==> src/rtl/rio_filter_pkg.sv <==
package rio_filter_pkg;
  localparam int ID_W = 16;
  localparam logic [3:0] FT_NWRITE = 4'd5;
  localparam logic [3:0] TT_NWRITE = 4'd4;
  localparam logic [3:0] FT_SWRITE = 4'd6;

  typedef enum logic [1:0] {
    TT_SMALL = 2'b00,
    TT_LARGE = 2'b01,
    TT_RSVD2 = 2'b10,
    TT_RSVD3 = 2'b11
  } ttCode_e;

  typedef struct packed {
    logic passBeat;
    logic mcastTag;
    logic bumpDrop;
  } ctrlStrobes_t;
endpackage

==> src/rtl/rio_id_compare.sv <==
module rio_id_compare
  import rio_filter_pkg::*;
(
  input  logic [1:0]      tt,
  input  logic [ID_W-1:0] destId,
  input  logic [ID_W-1:0] refId,
  output logic            hit
);
  localparam int SMALL_W = ID_W / 2;

  always_comb begin
    unique case (ttCode_e'(tt))
      TT_SMALL: hit = (destId[SMALL_W-1:0] == refId[SMALL_W-1:0]);
      TT_LARGE: hit = (destId == refId);
      default:  hit = 1'b0;
    endcase
  end
endmodule

==> src/rtl/rio_filter_ctrl.sv <==
module rio_filter_ctrl
  import rio_filter_pkg::*;
(
  input  logic              clk,
  input  logic              rst,
  input  logic [ID_W-1:0]   cfgLocalId,
  input  logic [ID_W-1:0]   cfgMcastId,
  input  logic              cfgMcastEn,
  input  logic              inValid,
  input  logic              inLast,
  input  logic [1:0]        inTt,
  input  logic [ID_W-1:0]   inDestId,
  input  logic [3:0]        inFtype,
  input  logic [3:0]        inTtype,
  input  logic              outReady,
  output logic              inReady,
  output ctrlStrobes_t      strobes
);
  localparam int NUM_IDS = 2;

  logic [ID_W-1:0] refIds [NUM_IDS];
  logic [NUM_IDS-1:0] idHits;

  assign refIds[0] = cfgLocalId;
  assign refIds[1] = cfgMcastId;

  for (genvar g = 0; g < NUM_IDS; g++) begin : gCmp
    rio_id_compare uCmp (
      .tt    (inTt),
      .destId(inDestId),
      .refId (refIds[g]),
      .hit   (idHits[g])
    );
  end

  logic inPkt, keepReg, mcastReg;
  logic hdrBeat, ucHit, mcHit, isWrite, hdrKeep, hdrMcast, curKeep, fire;

  assign hdrBeat  = !inPkt;
  assign ucHit    = idHits[0];
  assign mcHit    = idHits[1] && !ucHit;
  assign isWrite  = (inFtype == FT_NWRITE && inTtype == TT_NWRITE) || (inFtype == FT_SWRITE);
  assign hdrMcast = cfgMcastEn && mcHit && isWrite;
  assign hdrKeep  = ucHit || hdrMcast;
  assign curKeep  = hdrBeat ? hdrKeep : keepReg;

  assign inReady = curKeep ? outReady : 1'b1;
  assign fire    = inValid && inReady;

  assign strobes.passBeat = inValid && curKeep;
  assign strobes.mcastTag = hdrBeat ? hdrMcast : mcastReg;
  assign strobes.bumpDrop = fire && hdrBeat && cfgMcastEn && mcHit && !isWrite;

  always_ff @(posedge clk) begin
    if (rst) begin
      inPkt    <= 1'b0;
      keepReg  <= 1'b0;
      mcastReg <= 1'b0;
    end else if (fire) begin
      if (inLast) begin
        inPkt <= 1'b0;
      end else begin
        inPkt <= 1'b1;
        if (hdrBeat) begin
          keepReg  <= hdrKeep;
          mcastReg <= hdrMcast;
        end
      end
    end
  end
endmodule

==> src/rtl/rio_filter_datapath.sv <==
module rio_filter_datapath
  import rio_filter_pkg::*;
#(
  parameter int DATA_W = 32,
  parameter int CNT_W  = 8
) (
  input  logic              clk,
  input  logic              rst,
  input  ctrlStrobes_t      strobes,
  input  logic [DATA_W-1:0] inData,
  input  logic              inLast,
  output logic              outValid,
  output logic [DATA_W-1:0] outData,
  output logic              outLast,
  output logic              outMcast,
  output logic [CNT_W-1:0]  dropCount
);
  localparam logic [CNT_W-1:0] CNT_MAX = '1;

  assign outValid = strobes.passBeat;
  assign outData  = inData;
  assign outLast  = inLast;
  assign outMcast = strobes.passBeat && strobes.mcastTag;

  always_ff @(posedge clk) begin
    if (rst) begin
      dropCount <= '0;
    end else if (strobes.bumpDrop && dropCount != CNT_MAX) begin
      dropCount <= dropCount + 1'b1;
    end
  end
endmodule

==> src/rtl/rio_dest_filter.sv <==
module rio_dest_filter
  import rio_filter_pkg::*;
#(
  parameter int DATA_W = 32,
  parameter int CNT_W  = 8
) (
  input  logic              clk,
  input  logic              rst,
  input  logic [15:0]       cfgLocalId,
  input  logic [15:0]       cfgMcastId,
  input  logic              cfgMcastEn,
  input  logic              inValid,
  output logic              inReady,
  input  logic [DATA_W-1:0] inData,
  input  logic              inLast,
  input  logic [1:0]        inTt,
  input  logic [15:0]       inDestId,
  input  logic [3:0]        inFtype,
  input  logic [3:0]        inTtype,
  output logic              outValid,
  input  logic              outReady,
  output logic [DATA_W-1:0] outData,
  output logic              outLast,
  output logic              outMcast,
  output logic [CNT_W-1:0]  dropCount
);
  ctrlStrobes_t strobes;

  rio_filter_ctrl uCtrl (
    .clk       (clk),
    .rst       (rst),
    .cfgLocalId(cfgLocalId),
    .cfgMcastId(cfgMcastId),
    .cfgMcastEn(cfgMcastEn),
    .inValid   (inValid),
    .inLast    (inLast),
    .inTt      (inTt),
    .inDestId  (inDestId),
    .inFtype   (inFtype),
    .inTtype   (inTtype),
    .outReady  (outReady),
    .inReady   (inReady),
    .strobes   (strobes)
  );

  rio_filter_datapath #(.DATA_W(DATA_W), .CNT_W(CNT_W)) uData (
    .clk      (clk),
    .rst      (rst),
    .strobes  (strobes),
    .inData   (inData),
    .inLast   (inLast),
    .outValid (outValid),
    .outData  (outData),
    .outLast  (outLast),
    .outMcast (outMcast),
    .dropCount(dropCount)
  );
endmodule

==> config.mk <==
export PLATFORM = sky130hd
export DESIGN_NAME = rio_dest_filter
export DESIGN_NICKNAME = d
export VERILOG_FILES = /design/src/rtl/rio_filter_pkg.sv /design/src/rtl/rio_id_compare.sv /design/src/rtl/rio_filter_ctrl.sv /design/src/rtl/rio_filter_datapath.sv /design/src/rtl/rio_dest_filter.sv
export SDC_FILE = /design/constraint.sdc
export NUM_CORES = 1
export LEC_CHECK = 0
export BUFFER_PORTS_ARGS = -buffer_cell sky130_fd_sc_hd__buf_2
export CORE_ASPECT_RATIO = 0.8
export CORE_MARGIN = 2
export CORE_UTILIZATION = 32
export DETAILED_ROUTE_END_ITERATION = 10
export PLACE_DENSITY = 0.77
export SLEW_MARGIN = 0
export SYNTH_ARGS = -nofsm -noshare
export SYNTH_HDL_FRONTEND = slang
export SYNTH_SLANG_ARGS = --single-unit
==> constraint.sdc <==
create_clock -name clk -period 1.9 [get_ports clk]
set_clock_uncertainty 0.1 [all_clocks]
set_input_delay 0.285 -clock clk [delete_from_list [all_inputs] [get_ports clk]]
set_output_delay 0.285 -clock clk [all_outputs]
set_load 0.1 [all_outputs]
# ---- After elaboration in Yosys (flattened, before gate mapping)
# Cells that the tools add are included.
dict set report totals {
  output_inout_bits 44
  word_cells 40
  ramBits 0
  latch_bits 0
  in_bits 96
  ff_bits 11
  romBits 0
  memories 0
}
dict set report classes {
  n_div 0
  shift 0
  reduce_logical 19
  n_lt_le_gt_ge 0
  mul 0
  n_eq_ne 9
  muxes 6
  addsub 1
  bitwise 1
}
# operator count
set op_table {}
lappend op_table {{$eq 16x16->1} 2}
lappend op_table {{$eq 8x8->1} 2}
lappend op_table {{$eq 4x3->1 const B} 3}
lappend op_table {{$logic_and 1x1->1} 12}
lappend op_table {{$add 8x1->8 const B} 1}
lappend op_table {{$ne 8x8->1 const B} 1}
lappend op_table {{$mux 1} 4}
lappend op_table {{$pmux 1 s2} 2}
lappend op_table {{$logic_not 1->1} 3}
lappend op_table {{$eq 2x1->1 const B} 1}
lappend op_table {{$logic_not 2->1} 1}
lappend op_table {{$logic_or 1x1->1} 2}
lappend op_table {{$reduce_and 2->1} 1}
lappend op_table {{$not 1->1} 1}

# ---- Longest topological paths before layout
# Gate-level depths: netlist (run 1).
dict set report logic_depth {
  word_depth 15
  mapped_depth 7
  ltp_nobuf 6
}

# ---- By module
# A second synthesis (run 1) with hierarchy kept.
dict set report unflattened {
  cells_unflattened 154
  hier_area_um2 1343.8
}
# module area_per_inst_um2 instances cells_each seq_area_each_um2
set by_module_without_submodules {}
lappend by_module_without_submodules {rio_filter_datapath 709.4 1 79 160.2}
lappend by_module_without_submodules {rio_id_compare 183.9 2 22 0.0}
lappend by_module_without_submodules {rio_filter_ctrl 266.5 1 31 60.1}

# ---- Worst setup path before layout (run 1)
# Ideal clock, no wire load.
dict set report synth_timing {
  path_type {input -> output}
  start {input port inDestId[1]}
  end {output port outMcast}
  n_path_buf 0
  t_arrival_ps 2881
  t_required_ps 1515
  slack_ps -1366
  stages 6
  path_cell_list {xor2_1 > nor3_2 > nor3b_4 > nand2_2 > or4b_1 > a21boi_1}
}
dict set report synth_via {
  elab_chain_len 10
  elab_cells_between_ends 15
  cone_classes {eq/ne (4); mux (4); reduce/logical (7)}
}
# item line_no
set synth_rtl {}
lappend synth_rtl {{start: declaration} rio_dest_filter.sv:17} ;# input logic [15:0] inDestId,
lappend synth_rtl {{$eq 16x16->1 / $eq 8x8->1 (equally long branches)} {rio_id_compare.sv:14, rio_id_compare.sv:13}}
lappend synth_rtl {{$pmux 1 s2} rio_id_compare.sv:12} ;# unique case (ttCode_e'(tt))
lappend synth_rtl {{$logic_not 1->1} rio_filter_ctrl.sv:41} ;# assign mcHit = idHits[1] && !ucHit;
lappend synth_rtl {{$logic_and 1x1->1} rio_filter_ctrl.sv:41}
lappend synth_rtl {{$logic_and 1x1->1 (2 in series)} rio_filter_ctrl.sv:43} ;# assign hdrMcast = cfgMcastEn && mcHit && isWrite;
lappend synth_rtl {{$logic_or 1x1->1} rio_filter_ctrl.sv:44} ;# assign hdrKeep = ucHit || hdrMcast;
lappend synth_rtl {{$mux 1} rio_filter_ctrl.sv:45} ;# assign curKeep = hdrBeat ? hdrKeep : keepReg;
lappend synth_rtl {{$logic_and 1x1->1} rio_filter_ctrl.sv:50} ;# assign strobes.passBeat = inValid && curKeep;
lappend synth_rtl {{$logic_and 1x1->1 (*)} rio_filter_datapath.sv:23} ;# assign outMcast = strobes.passBeat && strobes.mcastTag;
lappend synth_rtl {{end: declaration} rio_dest_filter.sv:24} ;# output logic outMcast,
# Every way passes the cells marked *; elsewhere a longest branch is shown, timed or not.

# ---- Worst setup path after layout (run 1)
dict set report layout_timing {
  start {input port cfgMcastId[3]}
  end {output port outMcast}
}
dict set report layout_via {
  elab_chain_len 9
  elab_cells_between_ends 11
  cone_classes {eq/ne (2); mux (3); reduce/logical (6)}
}
# item line_no
set layout_rtl {}
lappend layout_rtl {{start: declaration} rio_dest_filter.sv:10} ;# input logic [15:0] cfgMcastId,
lappend layout_rtl {{$eq 16x16->1 / $eq 8x8->1 (equally long branches)} {rio_id_compare.sv:14, rio_id_compare.sv:13}}
lappend layout_rtl {{$pmux 1 s2 (*)} rio_id_compare.sv:12}
lappend layout_rtl {{$logic_and 1x1->1 (*)} rio_filter_ctrl.sv:41}
lappend layout_rtl {{$logic_and 1x1->1 (*) (2 in series)} rio_filter_ctrl.sv:43}
lappend layout_rtl {{$logic_or 1x1->1} rio_filter_ctrl.sv:44}
lappend layout_rtl {{$mux 1} rio_filter_ctrl.sv:45}
lappend layout_rtl {{$logic_and 1x1->1} rio_filter_ctrl.sv:50}
lappend layout_rtl {{$logic_and 1x1->1 (*)} rio_filter_datapath.sv:23}
# Marks and branches as above.

==> run_results.csv, run 1 <==
group,metric,value,unit
floorplanning,boundaryPins,140,
clock_network,clock-root-buffer,"clkbuf_8",
logic_synthesis,synthDistinctLibCells,46,
timing,fmax,429,MHz
setup_path,rr_endpoint,"uData.dropCount[5]",
job,cap_violations,0,
clock_network,cts.clk_slew.worst_paths,50,ps
pwr,pwr_density_cell,374,mW/mm²
routing,via_per_inst,4.99,
pwr,vdd_drop_max,0.196,mV
timing,tns,-1050,ps
final_layout,antenna_cells,0,
clock_network,cts_sinks,11,
routing,firstDrtPassIters,4,
global_routing,grt_pass1_wl,5750,µm
logic_synthesis,synth_area_leader_cell,"buf_4",
logic_synthesis,syn_nets,265,
place,dp_cells,288,
timing,min_period_over_period,1.23,
logic_synthesis,synth.area.top_cells,"buf_4 (19%), dfxtp_1 (16%), xnor2_1 (13%)",
logic_synthesis,synth_edf_count,0,
floorplanning,die_x,77.3,µm
setup_path,crit_fanout,2,
setup_path,cp_data_required_time,1510,ps
logic_synthesis,yosys_warnings,0,
global_routing,grt_max_degree,17,
final_layout,drive_above_1_share,0.646,
place,dpl_worst_slack,-471,ps
global_routing,overflow,0,
global_routing,grt_pass1_vias,1298,
setup_path,arrival,1950,ps
clock_network,cts_made_buffers,3,
timing,final_max_slew_viol_count,0,
final_layout,final_cell_count_no_fill,297,
timing,hold_viol_final,0,
clock_network,holdBufCountCts,0,
timing,max_slew.worst_pin.slew,492,ps
logic_synthesis,ys_seq_area_frac,0.160,
routing,drt_iter0_markers,58,
routing,wirelength,3840,µm
timing,slew_headroom,0.675,
logic_synthesis,synthTopCellsByCount,"buf_4 (34), xnor2_1 (20), xor2_1 (12)",
logic_synthesis,synth_flop_cell,"dfxtp_1",
clock_network,clkLatencyLatePin,240,ps
final_layout,post-route-util,0.523,
setup_path,critPathLaunch,"cfgMcastId[3]",
setup_path,crit_end,"outMcast",
global_routing,grt_antenna_before_repair,0,
routing,route.detailed.drc,0,
timing,worst_slack,-434,ps
timing,rsz0062_at_grt,"true",
place,hpwlAfterDp,2990,µm
logic_synthesis,syn_area_per_cell,8.18,µm²
global_routing,track_usage,0.145,
clock_network,cts-htree-levels,1,
floorplanning,start_util,0.331,
clock_network,cts_tree,"done",
timing,setup_viol,4,
logic_synthesis,synth_area,0.00137,mm²
routing,detailroute.via_count,1482,
setup_path,startpoint_type,"input port",
floorplanning,die_h,62.6,µm
floorplanning,row_count,21,
run_status,violations,"setup timing",
logic_synthesis,syn_inst,168,
logic_synthesis,synth.most_common_cell,"buf_4",
timing,fin_crit,2330,ps
setup_path,crit_type,"in -> out",
setup_path,regToRegSetupSlack,60,ps
logic_synthesis,async_flop_share,0,
routing,wl_per_cell,12.9,µm
run_status,outcome,"complete, but fails checks",
pwr,power_leakage,0.920,nW
setup_path,critPathCaptureType,"output pin",
floorplanning,die-area,0.00484,mm²
setup_path,rr_startpoint,"uData.dropCount[5]",
logic_synthesis,synth_top_area_frac,0.186,
final_layout,fin_nets,338,
setup_path,worst-r2r-cell-count,8,
routing,ant_nets,0,
hold_path,hold_path_class,"in -> reg",
place,portBuffers,75,
final_layout,area_growth,58.1,%
floorplanning,coreArea,0.00415,mm²
logic_synthesis,synth-seq-cells,11,
place,gp_congestion,0.853,
clock_network,clockBufferDepth,2,
## through the flow
step | power (mW) | cell area, µm² | hold slack [ps]
after global placement | 0.517 | 1870 | 367
after CTS | 0.786 | 2010 | 262
after detailed placement | 0.522 | 1870 | 366
final | 0.811 | 2170 | 286
after global routing | 0.856 | 2170 | 301
after floorplan | 0.703 | 1450 | 355
## worst max-delay path, cell delays in order
cell      delay [ps]
buf_6             90
xor2_2           160
nor3_2           220
nor3b_4          250
nand2_2           80
or4b_4           500
a21boi_4         160
buf_12           190
## how the worst min path moves through the flow
stage / startpoint / end / cells after the start / slack (ps)
after floorplan: rst / uCtrl.mcastReg / 3 / 350
after global placement: uData.dropCount[6] / uData.dropCount[6] / 2 / 370
after detailed placement: uData.dropCount[6] / uData.dropCount[6] / 2 / 370
after CTS: rst / uData.dropCount[0] / 2 / 260
after global routing: rst / uCtrl.inPkt / 2 / 300
final: rst / uData.dropCount[2] / 2 / 290
## cells by family (layout without fill, tap and decap cells)
group                    Yosys count  after routing  synth area share
buffers and inverters             40            112             0.202
AND/OR/NAND/NOR                   51             51             0.255
flip-flops                        11             11             0.160
adder cells (fa/ha/maj)            1              1           0.00911
XOR/XNOR                          32             32             0.204
AO/OA/AOI/OAI                     33             33             0.169
## timing repair
action | 4_1_cts | 5_1_grt
buffers inserted | 3 | 2
hold endpoints to repair | 0 | 0
setup endpoints to repair | 3 | 11
gates resized for setup | 18 | 26
pin swaps | 6 | 15
## flip-flops by register name, summed over array words and instances, names as in the netlist
name / flops
uCtrl.keepReg: 1
uData.dropCount: 8
uCtrl.mcastReg: 1
uCtrl.inPkt: 1
## report_power, final
group	internal, mW	total, mW	switching [mW]
Sequential	0.228	0.235	0.00677
Clock	0.148	0.241	0.0930
Combinational	0.180	0.336	0.156
## layout make-up
cell class	count	area, µm²
Clock buffer	4	45.0
Fill cell	395	1980
Inverter	5	18.8
Multi-Input combinational cell	117	1090
Sequential cell	11	243
Tap cell	57	71.3
Timing Repair Buffer	103	703
## layer usage
metal | GRT usage | wire (µm) | part of all wire | vias up
li1 | - | - | - | 719
met1 | 0.175 | 1430 | 0.37 | 675
met2 | 0.259 | 2070 | 0.54 | 84
met3 | 0.0390 | 317 | 0.083 | 4
met4 | 0.0290 | 27 | 0.0070 | 0
met5 | 0 | 0 | 0 | -
## cell usage in the layout (no fill, tap or decap), types with 3 or more instances in the layout
cell      instances
a21oi_1           7
a21oi_2           3
a31oi_1           3
buf_12            5
buf_2            65
buf_4            26
buf_6             6
clkbuf_8          3
dfxtp_1           3
dfxtp_2           3
dfxtp_4           5
inv_1             5
nand2_1           4
nand3_1           6
nand4_1           5
nor2_1            3
o31ai_1           4
or4_1             3
or4_4             3
xnor2_1          13
xnor2_2           7
xor2_1           11
No activity file was read; power rests on OpenSTA's default activity.
==> run 2, diff against run 1 <==
Settings changed: SYNTH_HIERARCHICAL from default to 1.
==> run_results.csv, run 2 <==
group,metric,value,unit
pwr,totalPowerFinal,0.694,mW
routing,drt_iter0_markers,55,
clock_network,cts_sinks,11,
final_layout,area_growth,48.7,%
final_layout,layout_commonest_cell,"buf_2",
logic_synthesis,syn_area_per_cell,8.73,µm²
run_status,violations,"setup timing",
logic_synthesis,synth_top_area_frac,0.196,
timing,fmax,374,MHz
floorplanning,die_x,76.5,µm
routing,firstDrtPassIters,6,
global_routing,overflow,0,
timing,max_slew.worst_pin.slew,573,ps
floorplanning,coreArea,0.00410,mm²
timing,min_period_over_period,1.41,
clock_network,cts-htree-levels,1,
logic_synthesis,syn_inst,154,
setup_path,crit_type,"in -> reg",
setup_path,critPathCaptureType,"flip-flop",
logic_synthesis,syn_nets,251,
floorplanning,row_count,21,
place,hpwlAfterDp,2850,µm
routing,ant_nets,0,
routing,wirelength,3580,µm
hold_path,hp-start,"inLast",
final_layout,post-route-util,0.487,
setup_path,rr_startpoint,"uCtrl/inPkt",
floorplanning,die_h,62.0,µm
timing,hold_viol_final,0,
logic_synthesis,synth.area.top_cells,"buf_4 (20%), xor2_1 (17%), dfxtp_1 (16%)",
setup_path,worst-r2r-cell-count,7,
routing,route.detailed.drc,0,
timing,rsz0062_at_grt,"true",
place,gp_congestion,0.826,
final_layout,layout_common_cells,"buf_2 (61), xor2_1 (25), buf_6 (17), dfxtp_1 (11), buf_4 (10)",
logic_synthesis,ys_seq_area_frac,0.164,
setup_path,rr_endpoint,"uData/dropCount[5]",
clock_network,cts.clk_slew.worst_paths,50,ps
setup_path,crit_fanout,4,
setup_path,arrival,2700,ps
logic_synthesis,synth_area,0.00134,mm²
logic_synthesis,async_flop_share,0,
setup_path,startpoint_type,"input port",
routing,wl_per_cell,13.3,µm
routing,detailroute.via_count,1288,
place,dpl_worst_slack,-1070,ps
timing,slew_headroom,0.618,
logic_synthesis,synth-seq-cells,11,
logic_synthesis,synth.most_common_cell,"buf_4",
logic_synthesis,synthDistinctLibCells,43,
logic_synthesis,synth_edf_count,0,
pwr,vdd_drop_max,0.201,mV
setup_path,cp_data_required_time,1930,ps
hold_path,min_path_cells,4,
logic_synthesis,synthTopCellsByCount,"buf_4 (35), xor2_1 (26), dfxtp_1 (11)",
global_routing,grt_antenna_before_repair,0,
hold_path,hold_path_class,"in -> reg",
final_layout,fin_nets,310,
global_routing,grt_pass1_wl,5300,µm
clock_network,clock-root-buffer,"clkbuf_8",
clock_network,clkLatencyLatePin,240,ps
logic_synthesis,synth_flop_cell,"dfxtp_1",
logic_synthesis,yosys_warnings,6,
final_layout,antenna_cells,0,
floorplanning,boundaryPins,140,
floorplanning,die-area,0.00474,mm²
global_routing,grt_max_degree,16,
run_status,outcome,"complete, but fails checks",
floorplanning,start_util,0.328,
place,dp_cells,262,
timing,setup_viol,14,
logic_synthesis,synth_area_leader_cell,"buf_4",
clock_network,clockBufferDepth,2,
timing,final_max_slew_viol_count,0,
clock_network,cts_made_buffers,3,
final_layout,largest_reg_flops,8,
setup_path,regToRegSetupSlack,-200,ps
clock_network,cts_tree,"done",
final_layout,drive_above_1_share,0.599,
hold_path,hold_path_end,"uCtrl/keepReg",
timing,fin_crit,2670,ps
pwr,pwr_density_cell,347,mW/mm²
global_routing,track_usage,0.140,
final_layout,final_cell_count_no_fill,269,
pwr,power_leakage,0.858,nW
final_layout,top_register,"uData/dropCount",
timing,worst_slack,-775,ps
global_routing,grt_pass1_vias,1256,
routing,via_per_inst,4.79,
job,cap_violations,0,
place,portBuffers,75,
run 2: cell types whose count changed in the layout (fill, tap and decap cells not counted), sizes merged, moves of 5 or more:
cell	delta
xnor2	-14
xor2	+14
buf	-12
a21oi	-6
nand3	-6
o31ai	-6
or4	-5
run 2: worst max path at each step:
| stage | start | to | slack, ps | cells after the start |
|---|---|---|---|---|
| finish | cfgLocalId[14] | uData/dropCount[5] | -770 | 12 |
| global route | cfgMcastId[14] | outMcast | -890 | 11 |
| CTS | inDestId[8] | outMcast | -720 | 11 |
| detailed placement | cfgMcastId[10] | uData/dropCount[7] | -1070 | 11 |
| global placement | inDestId[12] | uData/dropCount[7] | -1000 | 11 |
| floorplan | cfgLocalId[14] | uData/dropCount[5] | -860 | 12 |
run 2: metal layers:
metal  vias to the layer above  GRT usage  routed length, µm
met5                         -          0                  0
met4                         0     0.0390                 34
met3                         6     0.0506                258
met2                        53      0.279               1940
met1                       603      0.143               1350
li1                        626          -                  -
run 2: power breakdown:
| group | internal [mW] | switching [mW] |
|---|---|---|
| registers | 0.233 | 0.00253 |
| clock network | 0.148 | 0.0907 |
| logic | 0.119 | 0.101 |
| total | 0.500 | 0.194 |
run 2: stage by stage:
step | cell area, µm² | hold slack, ps | TNS [ps]
floorplan | 1390 | 254 | -6570
global placement | 1670 | 396 | -10810
detailed placement | 1670 | 389 | -11260
CTS | 1890 | 296 | -7630
global route | 2000 | 319 | -9570
finish | 2000 | 312 | -7720
run 2: layout make-up:
cell class | count | area [µm²]
Fill cell | 383 | 2100
Timing Repair Buffer | 91 | 632
Clock buffer | 4 | 45.0
Sequential cell | 11 | 220
Inverter | 2 | 7.51
Multi-Input combinational cell | 104 | 1020
Tap cell | 57 | 71.3
run 2: critical path, stage by stage:
cell	delay [ps]
buf_6	90
xor2_1	150
nor4_1	310
nand2_1	150
a2111oi_4	390
nand4bb_4	230
a21oi_4	80
a21boi_2	160
and3_4	240
nand4_4	110
a211oi_2	190
mux2_4	310
run 2: cell families (layout without fill, tap and decap cells):
kind of cell             after synthesis  count (layout)  share of synthesized area
AND/OR/NAND/NOR                       43              43                      0.211
buffers and inverters                 39              97                      0.212
XOR/XNOR                              32              32                      0.209
AO/OA/AOI/OAI                         23              23                      0.146
flip-flops                            11              11                      0.164
multiplexers                           5               5                     0.0484
adder cells (fa/ha/maj)                1               1                    0.00931
run 2: repair_timing:
item / CTS / global route
buffers inserted: 5 / 1
resized for setup: 24 / 21
pin swaps: 15 / 10
hold buffers: 0 / 0
setup endpoints to repair: 14 / 14
